File: src/rtl/fcg_pkg.sv
`timescale 1ns/1ps
package fcg_pkg;
    localparam int NUM_CLS = 3;

    typedef enum logic [1:0] {
        CLS_POST    = 2'd0,
        CLS_NONPOST = 2'd1,
        CLS_CMPL    = 2'd2,
        CLS_NONE    = 2'd3
    } fc_cls_e;

    typedef enum logic [1:0] {
        ST_AWAIT_POST,
        ST_AWAIT_NONPOST,
        ST_AWAIT_CMPL,
        ST_RUN
    } gate_state_e;

    localparam logic [1:0] SCALE_X4  = 2'b10;
    localparam logic [1:0] SCALE_X16 = 2'b11;
    localparam int SHIFT_X4  = 2;
    localparam int SHIFT_X16 = 4;
endpackage

File: src/rtl/fcg_scale.sv
`timescale 1ns/1ps
module fcg_scale #(
    parameter int IN_W  = 8,
    parameter int OUT_W = 12
) (
    input  logic [1:0]       code,
    input  logic [IN_W-1:0]  cnt,
    output logic [OUT_W-1:0] scaled
);
    import fcg_pkg::*;

    localparam int PAD_W = OUT_W - IN_W;

    logic [OUT_W-1:0] wide;

    assign wide = {{PAD_W{1'b0}}, cnt};

    always_comb begin
        unique case (code)
            SCALE_X4:  scaled = wide << SHIFT_X4;
            SCALE_X16: scaled = wide << SHIFT_X16;
            default:   scaled = wide;
        endcase
    end

    initial begin
        assert (PAD_W >= SHIFT_X16) else $error("scale output too narrow");
    end
endmodule

File: src/rtl/fcg_credit_cell.sv
`timescale 1ns/1ps
module fcg_credit_cell #(
    parameter int CNT_W  = 8,
    parameter int CR_W   = 12,
    parameter int NEED_W = 1
) (
    input  logic              clk,
    input  logic              rst_n,
    input  logic              init_load,
    input  logic              upd_load,
    input  logic [1:0]        code_in,
    input  logic [CNT_W-1:0]  cnt_in,
    input  logic [NEED_W-1:0] need,
    input  logic              consume,
    output logic              ok
);
    localparam logic [CR_W-1:0] HALF = {1'b1, {(CR_W-1){1'b0}}};

    logic [1:0]      scale_q;
    logic [1:0]      code_sel;
    logic [CR_W-1:0] limit_q;
    logic [CR_W-1:0] used_q;
    logic [CR_W-1:0] scaled;
    logic [CR_W-1:0] need_ext;
    logic [CR_W-1:0] margin;
    logic            load;

    assign load     = init_load | upd_load;
    assign code_sel = init_load ? code_in : scale_q;
    assign need_ext = {{(CR_W-NEED_W){1'b0}}, need};

    fcg_scale #(.IN_W(CNT_W), .OUT_W(CR_W)) u_scale (
        .code   (code_sel),
        .cnt    (cnt_in),
        .scaled (scaled)
    );

    always_ff @(posedge clk or negedge rst_n) begin
        if (!rst_n) begin
            scale_q <= 2'b00;
            limit_q <= '0;
        end else begin
            if (init_load) scale_q <= code_in;
            if (load)      limit_q <= scaled;
        end
    end

    always_ff @(posedge clk or negedge rst_n) begin
        if (!rst_n) used_q <= '0;
        else if (consume) used_q <= used_q + need_ext;
    end

    assign margin = limit_q - (used_q + need_ext);
    assign ok     = (margin <= HALF);

    p_used_step_r5: assert property (@(posedge clk) disable iff (!rst_n)
        consume |=> used_q == $past(used_q + need_ext));
    p_used_hold_r5: assert property (@(posedge clk) disable iff (!rst_n)
        !consume |=> $stable(used_q));
    p_limit_hold_r7: assert property (@(posedge clk) disable iff (!rst_n)
        !load |=> $stable(limit_q));
    p_consume_ok_r4: assert property (@(posedge clk) disable iff (!rst_n)
        consume |-> ok);
    p_scale_keep_r6: assert property (@(posedge clk) disable iff (!rst_n)
        upd_load |=> $stable(scale_q));
endmodule

File: src/rtl/fcg_init_seq.sv
`timescale 1ns/1ps
module fcg_init_seq #(
    parameter int NCLS = 3
) (
    input  logic            clk,
    input  logic            rst_n,
    input  logic            adv_valid,
    input  logic            adv_is_init,
    input  logic [1:0]      adv_cls,
    output logic [NCLS-1:0] init_load,
    output logic [NCLS-1:0] upd_load,
    output logic            ready
);
    import fcg_pkg::*;

    gate_state_e state_q, state_d;
    logic [1:0]  expect_cls;
    logic        init_hit;
    logic        upd_hit;

    assign init_hit = adv_valid && adv_is_init && (adv_cls == expect_cls) && (state_q != ST_RUN);
    assign upd_hit  = adv_valid && !adv_is_init && (state_q == ST_RUN) && (adv_cls != CLS_NONE);

    always_ff @(posedge clk or negedge rst_n) begin
        if (!rst_n) state_q <= ST_AWAIT_POST;
        else        state_q <= state_d;
    end

    always_comb begin
        state_d = state_q;
        unique case (state_q)
            ST_AWAIT_POST:    if (init_hit) state_d = ST_AWAIT_NONPOST;
            ST_AWAIT_NONPOST: if (init_hit) state_d = ST_AWAIT_CMPL;
            ST_AWAIT_CMPL:    if (init_hit) state_d = ST_RUN;
            ST_RUN:           state_d = ST_RUN;
        endcase
    end

    always_comb begin
        unique case (state_q)
            ST_AWAIT_POST:    expect_cls = CLS_POST;
            ST_AWAIT_NONPOST: expect_cls = CLS_NONPOST;
            ST_AWAIT_CMPL:    expect_cls = CLS_CMPL;
            ST_RUN:           expect_cls = CLS_NONE;
        endcase
        ready = (state_q == ST_RUN);
        for (int c = 0; c < NCLS; c++) begin
            init_load[c] = init_hit && (adv_cls == 2'(c));
            upd_load[c]  = upd_hit && (adv_cls == 2'(c));
        end
    end

    p_ready_after_cmpl_r2: assert property (@(posedge clk) disable iff (!rst_n)
        (state_q == ST_AWAIT_CMPL && adv_valid && adv_is_init && adv_cls == CLS_CMPL) |=> ready);
    p_ready_sticky_r2: assert property (@(posedge clk) disable iff (!rst_n)
        ready |=> ready);
    p_one_load_r2: assert property (@(posedge clk) disable iff (!rst_n)
        $onehot0({init_load, upd_load}));
    p_no_upd_early_r6: assert property (@(posedge clk) disable iff (!rst_n)
        (|upd_load) |-> ready);
endmodule

File: src/rtl/fcg_credit_gate.sv
`timescale 1ns/1ps
module fcg_credit_gate #(
    parameter int HCNT_W = 8,
    parameter int DCNT_W = 12,
    parameter int HCR_W  = 12,
    parameter int DCR_W  = 16,
    parameter int PKT_W  = 10
) (
    input  logic              clk,
    input  logic              rst_n,
    input  logic              adv_valid,
    input  logic              adv_is_init,
    input  logic [1:0]        adv_cls,
    input  logic [1:0]        adv_hdr_scale,
    input  logic [1:0]        adv_dat_scale,
    input  logic [HCNT_W-1:0] adv_hdr_cnt,
    input  logic [DCNT_W-1:0] adv_dat_cnt,
    input  logic              req_valid,
    input  logic [1:0]        req_cls,
    input  logic [PKT_W-1:0]  req_dat_cred,
    output logic              gnt,
    output logic              link_ready
);
    import fcg_pkg::*;

    localparam int NCLS  = NUM_CLS;
    localparam int SEL_N = 4;

    logic [NCLS-1:0]  init_load;
    logic [NCLS-1:0]  upd_load;
    logic [NCLS-1:0]  hdr_ok;
    logic [NCLS-1:0]  dat_ok;
    logic [NCLS-1:0]  consume;
    logic [SEL_N-1:0] hdr_ok_v;
    logic [SEL_N-1:0] dat_ok_v;

    fcg_init_seq #(.NCLS(NCLS)) u_seq (
        .clk         (clk),
        .rst_n       (rst_n),
        .adv_valid   (adv_valid),
        .adv_is_init (adv_is_init),
        .adv_cls     (adv_cls),
        .init_load   (init_load),
        .upd_load    (upd_load),
        .ready       (link_ready)
    );

    for (genvar c = 0; c < NCLS; c++) begin : g_cls
        fcg_credit_cell #(.CNT_W(HCNT_W), .CR_W(HCR_W), .NEED_W(1)) u_hdr (
            .clk       (clk),
            .rst_n     (rst_n),
            .init_load (init_load[c]),
            .upd_load  (upd_load[c]),
            .code_in   (adv_hdr_scale),
            .cnt_in    (adv_hdr_cnt),
            .need      (1'b1),
            .consume   (consume[c]),
            .ok        (hdr_ok[c])
        );
        fcg_credit_cell #(.CNT_W(DCNT_W), .CR_W(DCR_W), .NEED_W(PKT_W)) u_dat (
            .clk       (clk),
            .rst_n     (rst_n),
            .init_load (init_load[c]),
            .upd_load  (upd_load[c]),
            .code_in   (adv_dat_scale),
            .cnt_in    (adv_dat_cnt),
            .need      (req_dat_cred),
            .consume   (consume[c]),
            .ok        (dat_ok[c])
        );
        assign consume[c] = gnt && (req_cls == 2'(c));
    end

    assign hdr_ok_v = {{(SEL_N-NCLS){1'b0}}, hdr_ok};
    assign dat_ok_v = {{(SEL_N-NCLS){1'b0}}, dat_ok};

    assign gnt = req_valid && link_ready && (req_cls != CLS_NONE)
                 && hdr_ok_v[req_cls] && dat_ok_v[req_cls];

    p_gnt_needs_ready_r1: assert property (@(posedge clk) disable iff (!rst_n)
        gnt |-> link_ready);
    p_gnt_class_r8: assert property (@(posedge clk) disable iff (!rst_n)
        gnt |-> (req_cls != CLS_NONE));
    p_gnt_needs_req_r4: assert property (@(posedge clk) disable iff (!rst_n)
        gnt |-> req_valid);
    p_single_consume_r5: assert property (@(posedge clk) disable iff (!rst_n)
        $onehot0(consume));
endmodule

File: config.mk
export PLATFORM = sky130hd
export DESIGN_NAME = fcg_credit_gate
export DESIGN_NICKNAME = d
export VERILOG_FILES = /design/src/rtl/fcg_pkg.sv /design/src/rtl/fcg_scale.sv /design/src/rtl/fcg_credit_cell.sv /design/src/rtl/fcg_init_seq.sv /design/src/rtl/fcg_credit_gate.sv
export SDC_FILE = /design/constraint.sdc
export NUM_CORES = 1
export LEC_CHECK = 0
export CAP_MARGIN = 20
export CORE_MARGIN = 4
export CORE_UTILIZATION = 30
export CTS_CLUSTER_DIAMETER = 60
export DETAILED_ROUTE_END_ITERATION = 16
export GPL_TIMING_DRIVEN = 0
export PLACE_DENSITY_LB_ADDON = 0.2
export SYNTH_ARGS = -nofsm -noshare
export SYNTH_HDL_FRONTEND = slang
export SYNTH_HIERARCHICAL = 1
export SYNTH_SLANG_ARGS = --single-unit
File: constraint.sdc
create_clock -name clk -period 7.2 [get_ports clk]
set_clock_uncertainty 0.15 [all_clocks]
set_input_delay 1.08 -clock clk [delete_from_list [all_inputs] [get_ports clk]]
set_output_delay 1.08 -clock clk [all_outputs]
set_load 0.005 [all_outputs]
==> metrics.md, run 1 <==
| Metric | Value |
|---|---|
| Clk slew on worst S/H paths | `0.08 ns` |
| Commonest non-fill, non-tap cells in the layout | `dfrtp_1, nor2_1, a21oi_1` |
| Worst EP required | `slightly below 6 ns` |
| Kind of critical path | `input port to output port` |
| Hold Path Class | `register to register` |
| Adder-cell share of the synthesized area | `between 10% and 20%` |
| Detailed-route via count | `11890` |
| Share of layout cells above drive strength 1 | `between 10% and 20%` |
| # fillers | `roughly 5100` |
| Starting Density | `between 30% and 40%` |
| GPL Wtd Cong | `between 0.8 and 0.9` |
| Mux share of post-synthesis cell area | `around 14%` |
| Status | `completed` |
| Commonest non-fill, non-tap cell in the layout | `dfrtp_1` |
| Critical-path maximum fanout | `4` |
| Yosys cell types | `95` |
| EDFF count, synth | `0` |
| Slew HR | `between 40% and 50%` |
| Sink Count | `approximately 180` |
| Root Buffer | `clkbuf_16` |
| Nets | `1864` |
| Die Wd | `between 200 and 250 um` |
| CP arrival | `approximately 5.8 ns` |
| Final Hold Viols | `0` |
| # DRC | `0` |
| Leakage power | `about 7.4 nW` |
| Worst-margin pin slew | `0.8628 ns` |
| Worst skew pair latency | `~0.46 ns` |
| Post-route ant nets | `0` |
| I/O pin total | `between 40 and 50` |
| Peak VDD IR | `approximately 280 uV` |
| Hold Buf Count CTS | `0` |
| Mean routed wirelength per cell | `between 15 and 20 um` |
| CTS tree | `yes` |
| Core area | `roughly 49000 sq um` |
| Initial drt markers | `564` |
| Std-Cell Rows | `81` |
| CTS Buffer Depth | `2` |
| Final instance area | `approximately 17000 sq um` |
| Pwr Total | `between 7 and 8 mW` |
| RSZ-0062 raised after global routing | `yes` |
| Yosys warning count | `6` |
| Cells after Synth | `~1600` |
| Synth Flop Type | `dfrtp_1` |
| Number of vias per cell | `5.005` |
| Synth Area in Simple Gates | `between 10% and 20%` |
| ANT cells | `0` |
| Post-Syn Area | `approximately 15000 sq um` |
| Fmax | `around 0.14 GHz` |
| R2R setup slack | `approximately 0.75 ns` |
| Global route overflow | `0` |
| First-pass GRT wire length | `slightly above 60 mm` |
| Main combinational cell family by area after synthesis | `simple AND/OR/NAND/NOR gates` |
| Largest net degree at the start of global routing | `115` |
| Xor/xnor share of the synthesized area | `under 10%` |
| Area growth from synthesis to layout | `14.50%` |
| Max_cap viols | `0` |
| Final min period | `6.995 ns` |
| GR Util All Layers | `roughly 14%` |
| CP startpoint kind | `input port` |
| Final HPWL DP | `about 30 mm` |
| Pwr dens | `423.8 nW/um^2` |
| Post-Syn Area per Cell | `approximately 9.3 sq um` |
| Yosys reg bits | `182` |
| Asr flop ratio synth | `100.0%` |
| Die height | `around 230 um` |
| Critical path capture point type | `output port` |
| DR pass1 iterations | `6` |
| Register area share after synthesis | `between 30 and 40%` |
| Initial antenna violation count | `1` |
| Post-DP Area | `~16000 sq um` |
| TritonCTS Buffers | `17` |
| Compound-Gate Fraction of Synth Area | `between 10% and 20%` |
| Final setup fails | `0` |
| Vias in the first global route | `11610` |
| Buffers on Ports | `44` |
| Period Utilization, post-route | `97.16%` |
| H-tree depth | `4` |
| Die Area | `around 54000 sq um` |
| Slew Viols, Final | `0` |
| Drt total wl | `approximately 39 mm` |
[flip-flops by register name (all words and copies together) (netlist names)]
register	cells
g_cls.u_dat/limit_q	48
g_cls.u_dat/scale_q	6
g_cls.u_dat/used_q	48
g_cls.u_hdr/limit_q	36
g_cls.u_hdr/scale_q	6
g_cls.u_hdr/used_q	36
u_seq/state_q	2
[routing by layer]
| layer | track usage (%) | up-vias | part of all wire (%) |
|---|---|---|---|
| met5 | 0 | - | 0.034 |
| met4 | 2.933 | 2 | 1.0 |
| met3 | 2.417 | 27 | 3.4 |
| met2 | 23.08 | 186 | 45 |
| met1 | 20.38 | 5694 | 50 |
| li1 | - | 5977 | - |
[logic make-up after synthesis]
| family | after synthesis |
|---|---|
| muxes | 196 |
| buffers and inverters | 146 |
| other | 1 |
| DFF | 182 |
| xor gates and xnor gates | 133 |
| AOI/OAI and AO/OA | 349 |
| adders and majority gates | 123 |
| and+or+nand+nor | 491 |
[final cells by class]
type / count / area, sq um / area share [%]
buffer: 49 / 306.5 / 1.778
clock buffer: 22 / 474.2 / 2.750
clock inverter: 10 / 98.84 / 0.5733
inverter: 95 / 356.6 / 2.068
multi-input combinational: 1295 / 10060 / 58.33
sequential: 182 / 4554 / 26.41
tap: 664 / 830.8 / 4.818
timing repair buffer: 58 / 563.0 / 3.265
[what timing repair did]
| item | 4_1_cts | 5_1_grt |
|---|---|---|
| setup endpoints to repair | 50 | 36 |
| buffers inserted | 5 | 8 |
| pin swaps | 9 | 25 |
| gates resized for setup | 43 | 48 |
[critical path, cell delays in order]
cell and delay, ns:
clkdlybuf4s15_2 0.29, ha_4 0.31, nand2_1 0.12, a2bb2oi_4 0.19
a211oi_2 0.10, o31ai_2 0.38, nand2_1 0.12, nand2_1 0.13
nor2_2 0.07, xnor2_1 0.13, ha_1 0.34, buf_4 0.15
a21oi_2 0.12, o22ai_1 0.11, or4_4 0.53, a2111oi_4 0.31
nand2_1 0.09, or4_4 0.42, a21oi_2 0.15, a2111o_1 0.14
nand4b_1 0.12, o21ai_1 0.11, and2_1 0.14, buf_2 0.11
[metrics by stage]
stage | util (%) | TNS, ns | cells | hold slack (ns) | setup WS [ns]
2_1_floorplan | - | 0 | 1623 | 0.3119 | 0.5726
3_3_place_gp | 33.17 | -662.02 | 2331 | 0.3281 | -3.309
3_5_place_dp | 33.24 | -65.86 | 2332 | 0.3307 | -1.765
4_1_cts | 34.56 | -0.08756 | 2369 | 0.3431 | -0.08756
5_1_grt | 35.01 | -0.07661 | 2375 | 0.3590 | -0.07661
6_report | 35.01 | 0 | 2375 | 0.3381 | 0.2046
[cell usage after synthesis (all sizes together) (13+ instances only)]
library cell	number	share of area, %
o21ai	66	2.3
a21oi	122	4.1
buf	31	1.5
mux2	105	7.9
a211oi	17	0.91
a21o	20	1.0
mux2i	91	6.0
nor3	21	0.70
nand4	21	0.87
nand2	107	2.7
xnor2	91	5.3
clkbuf	20	0.52
inv	95	2.4
nor3b	16	0.80
o21a	13	0.65
nor2b	39	1.7
and3	38	1.7
ha	114	9.5
nor2	130	3.3
nand2b	19	0.79
nand3	34	1.2
xor2	42	2.4
dfrtp	182	30
[power by group]
| group | switching (mW) | internal, mW | total, mW |
|---|---|---|---|
| combinational | 2.66 | 2.19 | 4.85 |
| sequential | 0.204 | 1.32 | 1.52 |
| clock | 0.432 | 0.506 | 0.938 |
[worst paths after layout]
check	from	end	depth (start not counted)
worst max-delay path	req_dat_cred[3]	gnt	24
worst min-delay path	g_cls[0].u_hdr/used_q[11]$_DFFE_PN0P_	g_cls[0].u_hdr/used_q[11]$_DFFE_PN0P_	1
worst max register to register	g_cls[2].u_dat/used_q[0]$_DFFE_PN0P_	g_cls[2].u_dat/used_q[5]$_DFFE_PN0P_	28
worst min register to register	g_cls[0].u_hdr/used_q[11]$_DFFE_PN0P_	g_cls[0].u_hdr/used_q[11]$_DFFE_PN0P_	1
max in group asynchronous	rst_n	g_cls[1].u_hdr/limit_q[6]$_DFFE_PN0P_	2
min in group asynchronous	rst_n	g_cls[1].u_dat/used_q[2]$_DFFE_PN0P_	1
No activity file was read; power rests on OpenSTA's default activity.
==> inputs of run 2 (changes only) <==
- CORE_UTILIZATION: 30 -> 45
==> run 2 against run 1 <==
  * Worst setup slack worse by 0.15 ns
  * Via count is 1.7% higher
  * Largest power group unchanged
  * Non-clock buffer count is 3 higher
  * Count of clock-buffer cells in the layout is 1 higher
  * Sequential share of layout area is 0.42 points higher
  * Die area is 32% lower
  * Largest cell class unchanged
  * Worst hold slack worse by 0.0024 ns
  * Global-route usage is 6.3 points higher
  * Critical path depth is 3 higher
==> metrics.md, run 2 (synthesis gave the netlist of run 1 again) <==
| Metric | Value |
|---|---|
| CP dominant cell by count | `a21oi_2` |
| Sink Count | `182 (unchanged)` |
| CTS Buffer Depth | `2 (unchanged)` |
| Peak VDD IR | `299.5 uV (+8.1%)` |
| Critical path capture point type | `output port` |
| Nets | `1867 (+0.16%)` |
| Fmax | `0.1400 GHz (-2.1%)` |
| Worst-margin pin slew | `0.8252 ns (-0.03761 ns)` |
| Cell count of the worst reg-to-reg path | `28 (unchanged)` |
| CP arrival | `5.91 ns (+0.14 ns)` |
| RR Startpoint | `g_cls[2].u_dat/used_q[0]$_DFFE_PN0P_` |
| Period Utilization, post-route | `99.19% (+2.0 points)` |
| GR Util All Layers | `20.66% (+6.3 points)` |
| Detailed-route via count | `12090 (+1.7%)` |
| Die Wd | `190.9 um (-18%)` |
| Leakage power | `7.432 nW (about the same)` |
| Dpl cells | `2110 (-9.5%)` |
| Max stage delay on crit path | `0.50 ns (-0.03 ns)` |
| Switching share of power | `44.97% (-0.16 points)` |
| CP max stage cell | `or4_4` |
| Biggest regs | `g_cls.u_dat/limit_q (48), g_cls.u_dat/used_q (48)` |
| Share of layout cells above drive strength 1 | `16.98% (-0.088 points)` |
| Worst EP required | `5.97 ns (about the same)` |
| Final min period | `7.142 ns (+0.1465 ns)` |
| First-pass GRT wire length | `60.95 mm (-1.5%)` |
| Largest net degree at the start of global routing | `94 (-18%)` |
| Pwr Total | `7.330 mW (+0.31%)` |
| Starting Density | `45.94% (+15 points)` |
| ANT cells | `0 (unchanged)` |
| TritonCTS Buffers | `17 (unchanged)` |
| Hold depth | `1 (unchanged)` |
| Final Hold Viols | `0 (unchanged)` |
| Clk slew on worst S/H paths | `0.07 ns (about the same)` |
| Number of vias per cell | `5.608 (+12%)` |
| Hold Path Class | `register to register` |
| Reg-to-Reg End | `g_cls[2].u_dat/used_q[2]$_DFFE_PN0P_` |
| Mean routed wirelength per cell | `17.22 um (+6.1%)` |
| Final HPWL DP | `27.72 mm (-6.6%)` |
| Seq pwr share | `20.7% (about the same)` |
| Initial drt markers | `850 (+51%)` |
| DR pass1 iterations | `5 (-1)` |
| Area growth from synthesis to layout | `12.70%` |
| Commonest non-fill, non-tap cells in the layout | `dfrtp_1, nor2_1, a21oi_1` |
| Share of the core filled with cells | `51.77% (+17 points)` |
| Clock power share | `12.9% (about the same)` |
| CP startpoint kind | `input port` |
| Commonest non-fill, non-tap cell in the layout | `dfrtp_1` |
| H-tree depth | `4 (unchanged)` |
| HP Start | `g_cls[1].u_hdr/used_q[11]$_DFFE_PN0P_` |
| Final worst setup slack | `0.05806 ns (-0.1465 ns)` |
| Die Area | `36460 sq um (-32%)` |
| Drt total wl | `37.13 mm (-3.7%)` |
| Final setup fails | `0 (unchanged)` |
| GPL Wtd Cong | `0.8633 (+4.8%)` |
| Global route overflow | `0 (unchanged)` |
| CTS tree | `yes` |
| Worst skew pair latency | `0.45 ns (about the same)` |
| Switching power | `3.296 mW (about the same)` |
| Std-Cell Rows | `66 (-19%)` |
| Pwr dens | `431.9 nW/um^2 (+1.9%)` |
| R2R setup slack | `0.67 ns (-0.08 ns)` |
| Buffers on Ports | `44 (unchanged)` |
| Worst Hold End | `g_cls[1].u_hdr/used_q[11]$_DFFE_PN0P_` |
| Comb pwr share | `66.4% (about the same)` |
| # DRC | `0 (unchanged)` |
| Kind of critical path | `input port to output port` |
| DP Worst Slack | `-1.844 ns (-0.07929 ns)` |
| Post-route ant nets | `0 (unchanged)` |
| Core area | `32780 sq um (-33%)` |
| Vias in the first global route | `11770 (+1.4%)` |
| Initial antenna violation count | `0 (-1)` |
| Max_cap viols | `0 (unchanged)` |
| Crit-path leading delay family | `compound AO/OA/AOI/OAI gates` |
| Die height | `190.9 um (-18%)` |
| Slew HR | `44.78% (+2.7 points)` |
| Root Buffer | `clkbuf_16` |
| Pint | `4.034 mW (+0.59%)` |
| Hold Buf Count CTS | `0 (unchanged)` |
| I/O pin total | `45 (unchanged)` |
| Slew Viols, Final | `0 (unchanged)` |
| CP bufs+invs | `4 (+1)` |
| Critical-path maximum fanout | `3 (-1)` |
| Status | `completed` |
| Post-Layout Cell Count | `2156 (-9.2%)` |
| RSZ-0062 raised after global routing | `yes` |
run 2: changes by cell type in the layout (fill, tap and decap cells not counted), sizes merged:
cell         delta
inv             +1
buf             -2
dlygate4sd2     +2
clkbuf          +4
clkinvlp        +3
clkinv          -5
run 2: cell type report:
cell class | instances | area (sq um)
Buffer | 50 | 312.8
Clock buffer | 23 | 488.0
Clock inverter | 9 | 93.84
Fill cell | 3042 | 15810
Inverter | 95 | 356.6
Multi-Input combinational cell | 1295 | 10030
Sequential cell | 182 | 4554
Tap cell | 442 | 553.0
Timing Repair Buffer | 60 | 584.3
run 2: power groups by stage:
stage / Clock [mW] / Sequential [mW] / Combinational [mW]
after floorplan: 0 / 1.46 / 3.76
after global placement: 0 / 1.53 / 4.57
after detailed placement: 0 / 1.53 / 4.65
after CTS: 0.971 / 1.52 / 4.75
after global routing: 1.01 / 1.55 / 5.42
final: 0.946 / 1.52 / 4.87
run 2: worst max-delay path by stage:
stage                                                       end             from  slack [ns]  cells past startpoint
after floorplan                                             gnt  req_dat_cred[0]        0.57                     24
after global placement    g_cls[2].u_dat/used_q[11]$_DFFE_PN0P_            rst_n       -2.96                      1
after detailed placement   g_cls[2].u_dat/used_q[2]$_DFFE_PN0P_  req_dat_cred[0]       -1.84                     27
after CTS                                                   gnt  req_dat_cred[3]       0.005                     23
after global routing                                        gnt  req_dat_cred[0]       -0.18                     27
final                                                       gnt  req_dat_cred[0]        0.06                     27
run 2: routing by layer:
layer | track usage [%] | part of all wire, % | vias to the layer above
li1 | - | - | 5993
met1 | 28.48 | 48 | 5823
met2 | 33.84 | 47 | 234
met3 | 3.050 | 3.5 | 40
met4 | 6.188 | 2.2 | 0
met5 | 0 | 0 | -
run 2: repair_timing:
item / CTS / global route
resized for setup: 43 / 38
gates cloned: 0 / 0
pin swaps: 13 / 17
setup endpoints to repair: 50 / 45
setup buffers: 9 / 6
run 2: through the flow:
step | TNS (ns) | hold slack (ns) | instance area (sq um)
2_1_floorplan | 0 | 0.3119 | 15070
3_3_place_gp | -594.73 | 0.3278 | 16060
3_5_place_dp | -61.56 | 0.3264 | 16090
4_1_cts | 0 | 0.3405 | 16790
5_1_grt | -0.1776 | 0.3695 | 16970
6_report | 0 | 0.3357 | 16970
run 2: worst reg2reg max path, delay by kind of cell (launching register included):
kind / cells / cell delay, ns
compound gates: 13 / 2.32
mux: 1 / 0.23
buf+inv: 5 / 1.11
xor+xnor: 1 / 0.21
fa+ha+maj: 3 / 0.74
simple gates: 5 / 1.30
flops: 1 / 0.38
==> inputs of run 3 (changes only) <==
- PLACE_DENSITY: unset -> 0.73
- PLACE_DENSITY_LB_ADDON: 0.2 -> unset
==> run 3 against run 2 <==
  * Sequential share of layout area down 0.13 points
  * Sequential power hardly changed
  * Utilization grew 0.25 points
  * First-iteration DRC count shrank 6.7%
  * Cell area increased by 0.49%
  * Non-clock buffer count rose by 1
  * Largest cell class unchanged
  * Maximum frequency rose by 2.0%
  * Register-to-register slack got worse by 0.12 ns
  * Final cell count hardly changed
  * Global-route usage down 0.68 points
  * Die area did not move
==> metrics.md, run 3 (synthesis gave the netlist of run 1 again) <==
| Metric | Value |
|---|---|
| ANT cells | `0 (unchanged)` |
| GPL Wtd Cong | `0.9082 (+5.2%)` |
| Critical path capture point type | `register` |
| Fmax | `0.1428 GHz (+2.0%)` |
| Die height | `190.9 um (unchanged)` |
| Met3 usage | `3.908% (+0.86 points)` |
| DR pass1 iterations | `5 (unchanged)` |
| Global route overflow | `0 (unchanged)` |
| Hold depth | `1 (unchanged)` |
| RSZ-0062 raised after global routing | `no` |
| Grt met1 use | `26.46% (-2.0 points)` |
| Vias in the first global route | `12340 (+4.9%)` |
| CP max stage cell | `buf_1` |
| CTS Buffer Depth | `2 (unchanged)` |
| Detailed-route via count | `12330 (+2.0%)` |
| Std-Cell Rows | `66 (unchanged)` |
| Area growth from synthesis to layout | `13.25%` |
| Drt total wl | `36.42 mm (-1.9%)` |
| Final worst setup slack | `0.1987 ns (+0.1406 ns)` |
| Final setup fails | `0 (unchanged)` |
| First-pass GRT wire length | `60.22 mm (-1.2%)` |
| RR Startpoint | `g_cls[2].u_dat/used_q[0]$_DFFE_PN0P_` |
| R2R setup slack | `0.55 ns (-0.12 ns)` |
| H-tree depth | `4 (unchanged)` |
| Post-route ant nets | `0 (unchanged)` |
| Die Area | `36460 sq um (unchanged)` |
| Peak VDD IR | `343.1 uV (+15%)` |
| Status | `completed` |
| Critical-path maximum fanout | `10 (+7)` |
| Share of the core filled with cells | `52.02% (+0.25 points)` |
| Cell count of the worst reg-to-reg path | `26 (-7.1%)` |
| Nets | `1868 (+0.054%)` |
| Initial drt markers | `793 (-6.7%)` |
| Clk slew on worst S/H paths | `0.07 ns (about the same)` |
| Max_cap viols | `0 (unchanged)` |
| Slew HR | `49.24% (+4.5 points)` |
| Worst EP required | `7.40 ns (+1.43 ns)` |
| M2 GR Usage | `33.35% (-0.49 points)` |
| Starting Density | `45.94% (unchanged)` |
| GR Util All Layers | `19.98% (-0.68 points)` |
| Reg-to-Reg End | `g_cls[2].u_dat/used_q[9]$_DFFE_PN0P_` |
| Number of vias per cell | `5.714 (+1.9%)` |
| Post-DP Area | `16090 sq um (unchanged)` |
| Final instance area | `17060 sq um (+0.49%)` |
| Share of layout cells above drive strength 1 | `17.43% (+0.46 points)` |
| Initial antenna violation count | `0 (unchanged)` |
| DP Worst Slack | `-1.502 ns (+0.3426 ns)` |
| Worst-margin pin slew | `0.7614 ns (-0.06377 ns)` |
| Hold Path Class | `register to register` |
| CP startpoint kind | `input port` |
| I/O pin total | `45 (unchanged)` |
| CP startpoint | `req_dat_cred[0]` |
| Setup TNS | `0 ns (unchanged)` |
| Slew Viols, Final | `0 (unchanged)` |
| Pwr dens | `432.3 nW/um^2 (+0.11%)` |
| Biggest regs | `g_cls.u_dat/limit_q (48), g_cls.u_dat/used_q (48)` |
| # fillers | `2952 (-3.0%)` |
| Kind of critical path | `input port to register` |
| Sink Count | `182 (unchanged)` |
| Busiest grt layer | `met2` |
| Pwr Total | `7.374 mW (+0.60%)` |
| Leakage power | `7.440 nW (+0.11%)` |
| CTS tree | `yes` |
| Final min period | `7.001 ns (-0.1406 ns)` |
| Critical Path Sink | `g_cls[2].u_dat/used_q[9]$_DFFE_PN0P_` |
| Mean routed wirelength per cell | `16.88 um (-2.0%)` |
| Final Hold Viols | `0 (unchanged)` |
| Period Utilization, post-route | `97.24% (-2.0 points)` |
| Max stage delay on crit path | `0.62 ns (+0.12 ns)` |
| Final HPWL DP | `27.63 mm (-0.33%)` |
| Core area | `32780 sq um (unchanged)` |
| Worst skew pair latency | `0.44 ns (about the same)` |
| Hold Buf Count CTS | `0 (unchanged)` |
| Commonest non-fill, non-tap cells in the layout | `dfrtp_1, nor2_1, a21oi_1` |
| # DRC | `0 (unchanged)` |
| CP arrival | `7.20 ns (+1.29 ns)` |
| Die Wd | `190.9 um (unchanged)` |
| Buffers on Ports | `44 (unchanged)` |
| TritonCTS Buffers | `17 (unchanged)` |
| Commonest non-fill, non-tap cell in the layout | `dfrtp_1` |
| Root Buffer | `clkbuf_16` |
| Largest net degree at the start of global routing | `97 (+3.2%)` |
[run 3: changes by cell type in the layout (fill, tap and decap cells not counted), moves of 3 or more]
cell	previous run	this run
ha_1	107	102
ha_4	5	9
clkinvlp_4	5	1
clkinv_2	0	3
buf_1	0	3
[run 3: worst min-delay path by stage]
stage,from,endpoint
global route,g_cls[2].u_hdr/used_q[11]$_DFFE_PN0P_,g_cls[2].u_hdr/used_q[11]$_DFFE_PN0P_
detailed placement,g_cls[1].u_hdr/used_q[11]$_DFFE_PN0P_,g_cls[1].u_hdr/used_q[11]$_DFFE_PN0P_
CTS,g_cls[1].u_hdr/used_q[11]$_DFFE_PN0P_,g_cls[1].u_hdr/used_q[11]$_DFFE_PN0P_
global placement,g_cls[1].u_hdr/used_q[11]$_DFFE_PN0P_,g_cls[1].u_hdr/used_q[11]$_DFFE_PN0P_
floorplan,g_cls[0].u_hdr/used_q[11]$_DFFE_PN0P_,g_cls[0].u_hdr/used_q[11]$_DFFE_PN0P_
finish,g_cls[1].u_hdr/used_q[11]$_DFFE_PN0P_,g_cls[1].u_hdr/used_q[11]$_DFFE_PN0P_
[run 3: area by class of cell]
class / instances / area, sq um / share of cell area [%]
inverter: 95 / 356.6 / 2.091
multi-input combinational: 1295 / 10100 / 59.23
buffer: 50 / 306.5 / 1.797
clock buffer: 21 / 460.4 / 2.700
clock inverter: 11 / 147.6 / 0.8657
timing repair buffer: 61 / 574.3 / 3.367
sequential: 182 / 4554 / 26.70
tap: 442 / 553.0 / 3.243
[run 3: metrics by stage]
step           hold slack [ns]  instances
5_1_grt                 0.3648       2157
4_1_cts                 0.3397       2150
3_3_place_gp            0.3268       2109
3_5_place_dp            0.3262       2110
2_1_floorplan           0.3119       1623
6_report                0.3364       2157
[run 3: worst max-delay path: cells and delay by family]
kind / cells / cell delay (ns)
xor gates and xnor gates: 1 / 0.21
adders and majority gates: 3 / 0.84
and+or+nand+nor: 7 / 1.63
buffers and inverters: 4 / 1.24
muxes: 1 / 0.26
AOI/OAI and AO/OA: 11 / 1.92
[run 3: report_power, final]
| group | internal (mW) | switching (mW) |
|---|---|---|
| Combinational | 2.21 | 2.66 |
| Sequential | 1.32 | 0.203 |
| Clock | 0.567 | 0.412 |
[run 3: metal layers]
metal	up-vias	part of all wire, %
met5	-	0
met4	0	2.6
met3	61	5.1
met2	333	47
met1	5949	46
li1	5983	-
[run 3: what timing repair did]
item                                    4_1_cts  5_1_grt
setup buffers                                 8        8
pin swaps                                    20       30
resized for setup                            46       36
endpoints found under the setup margin       47       28
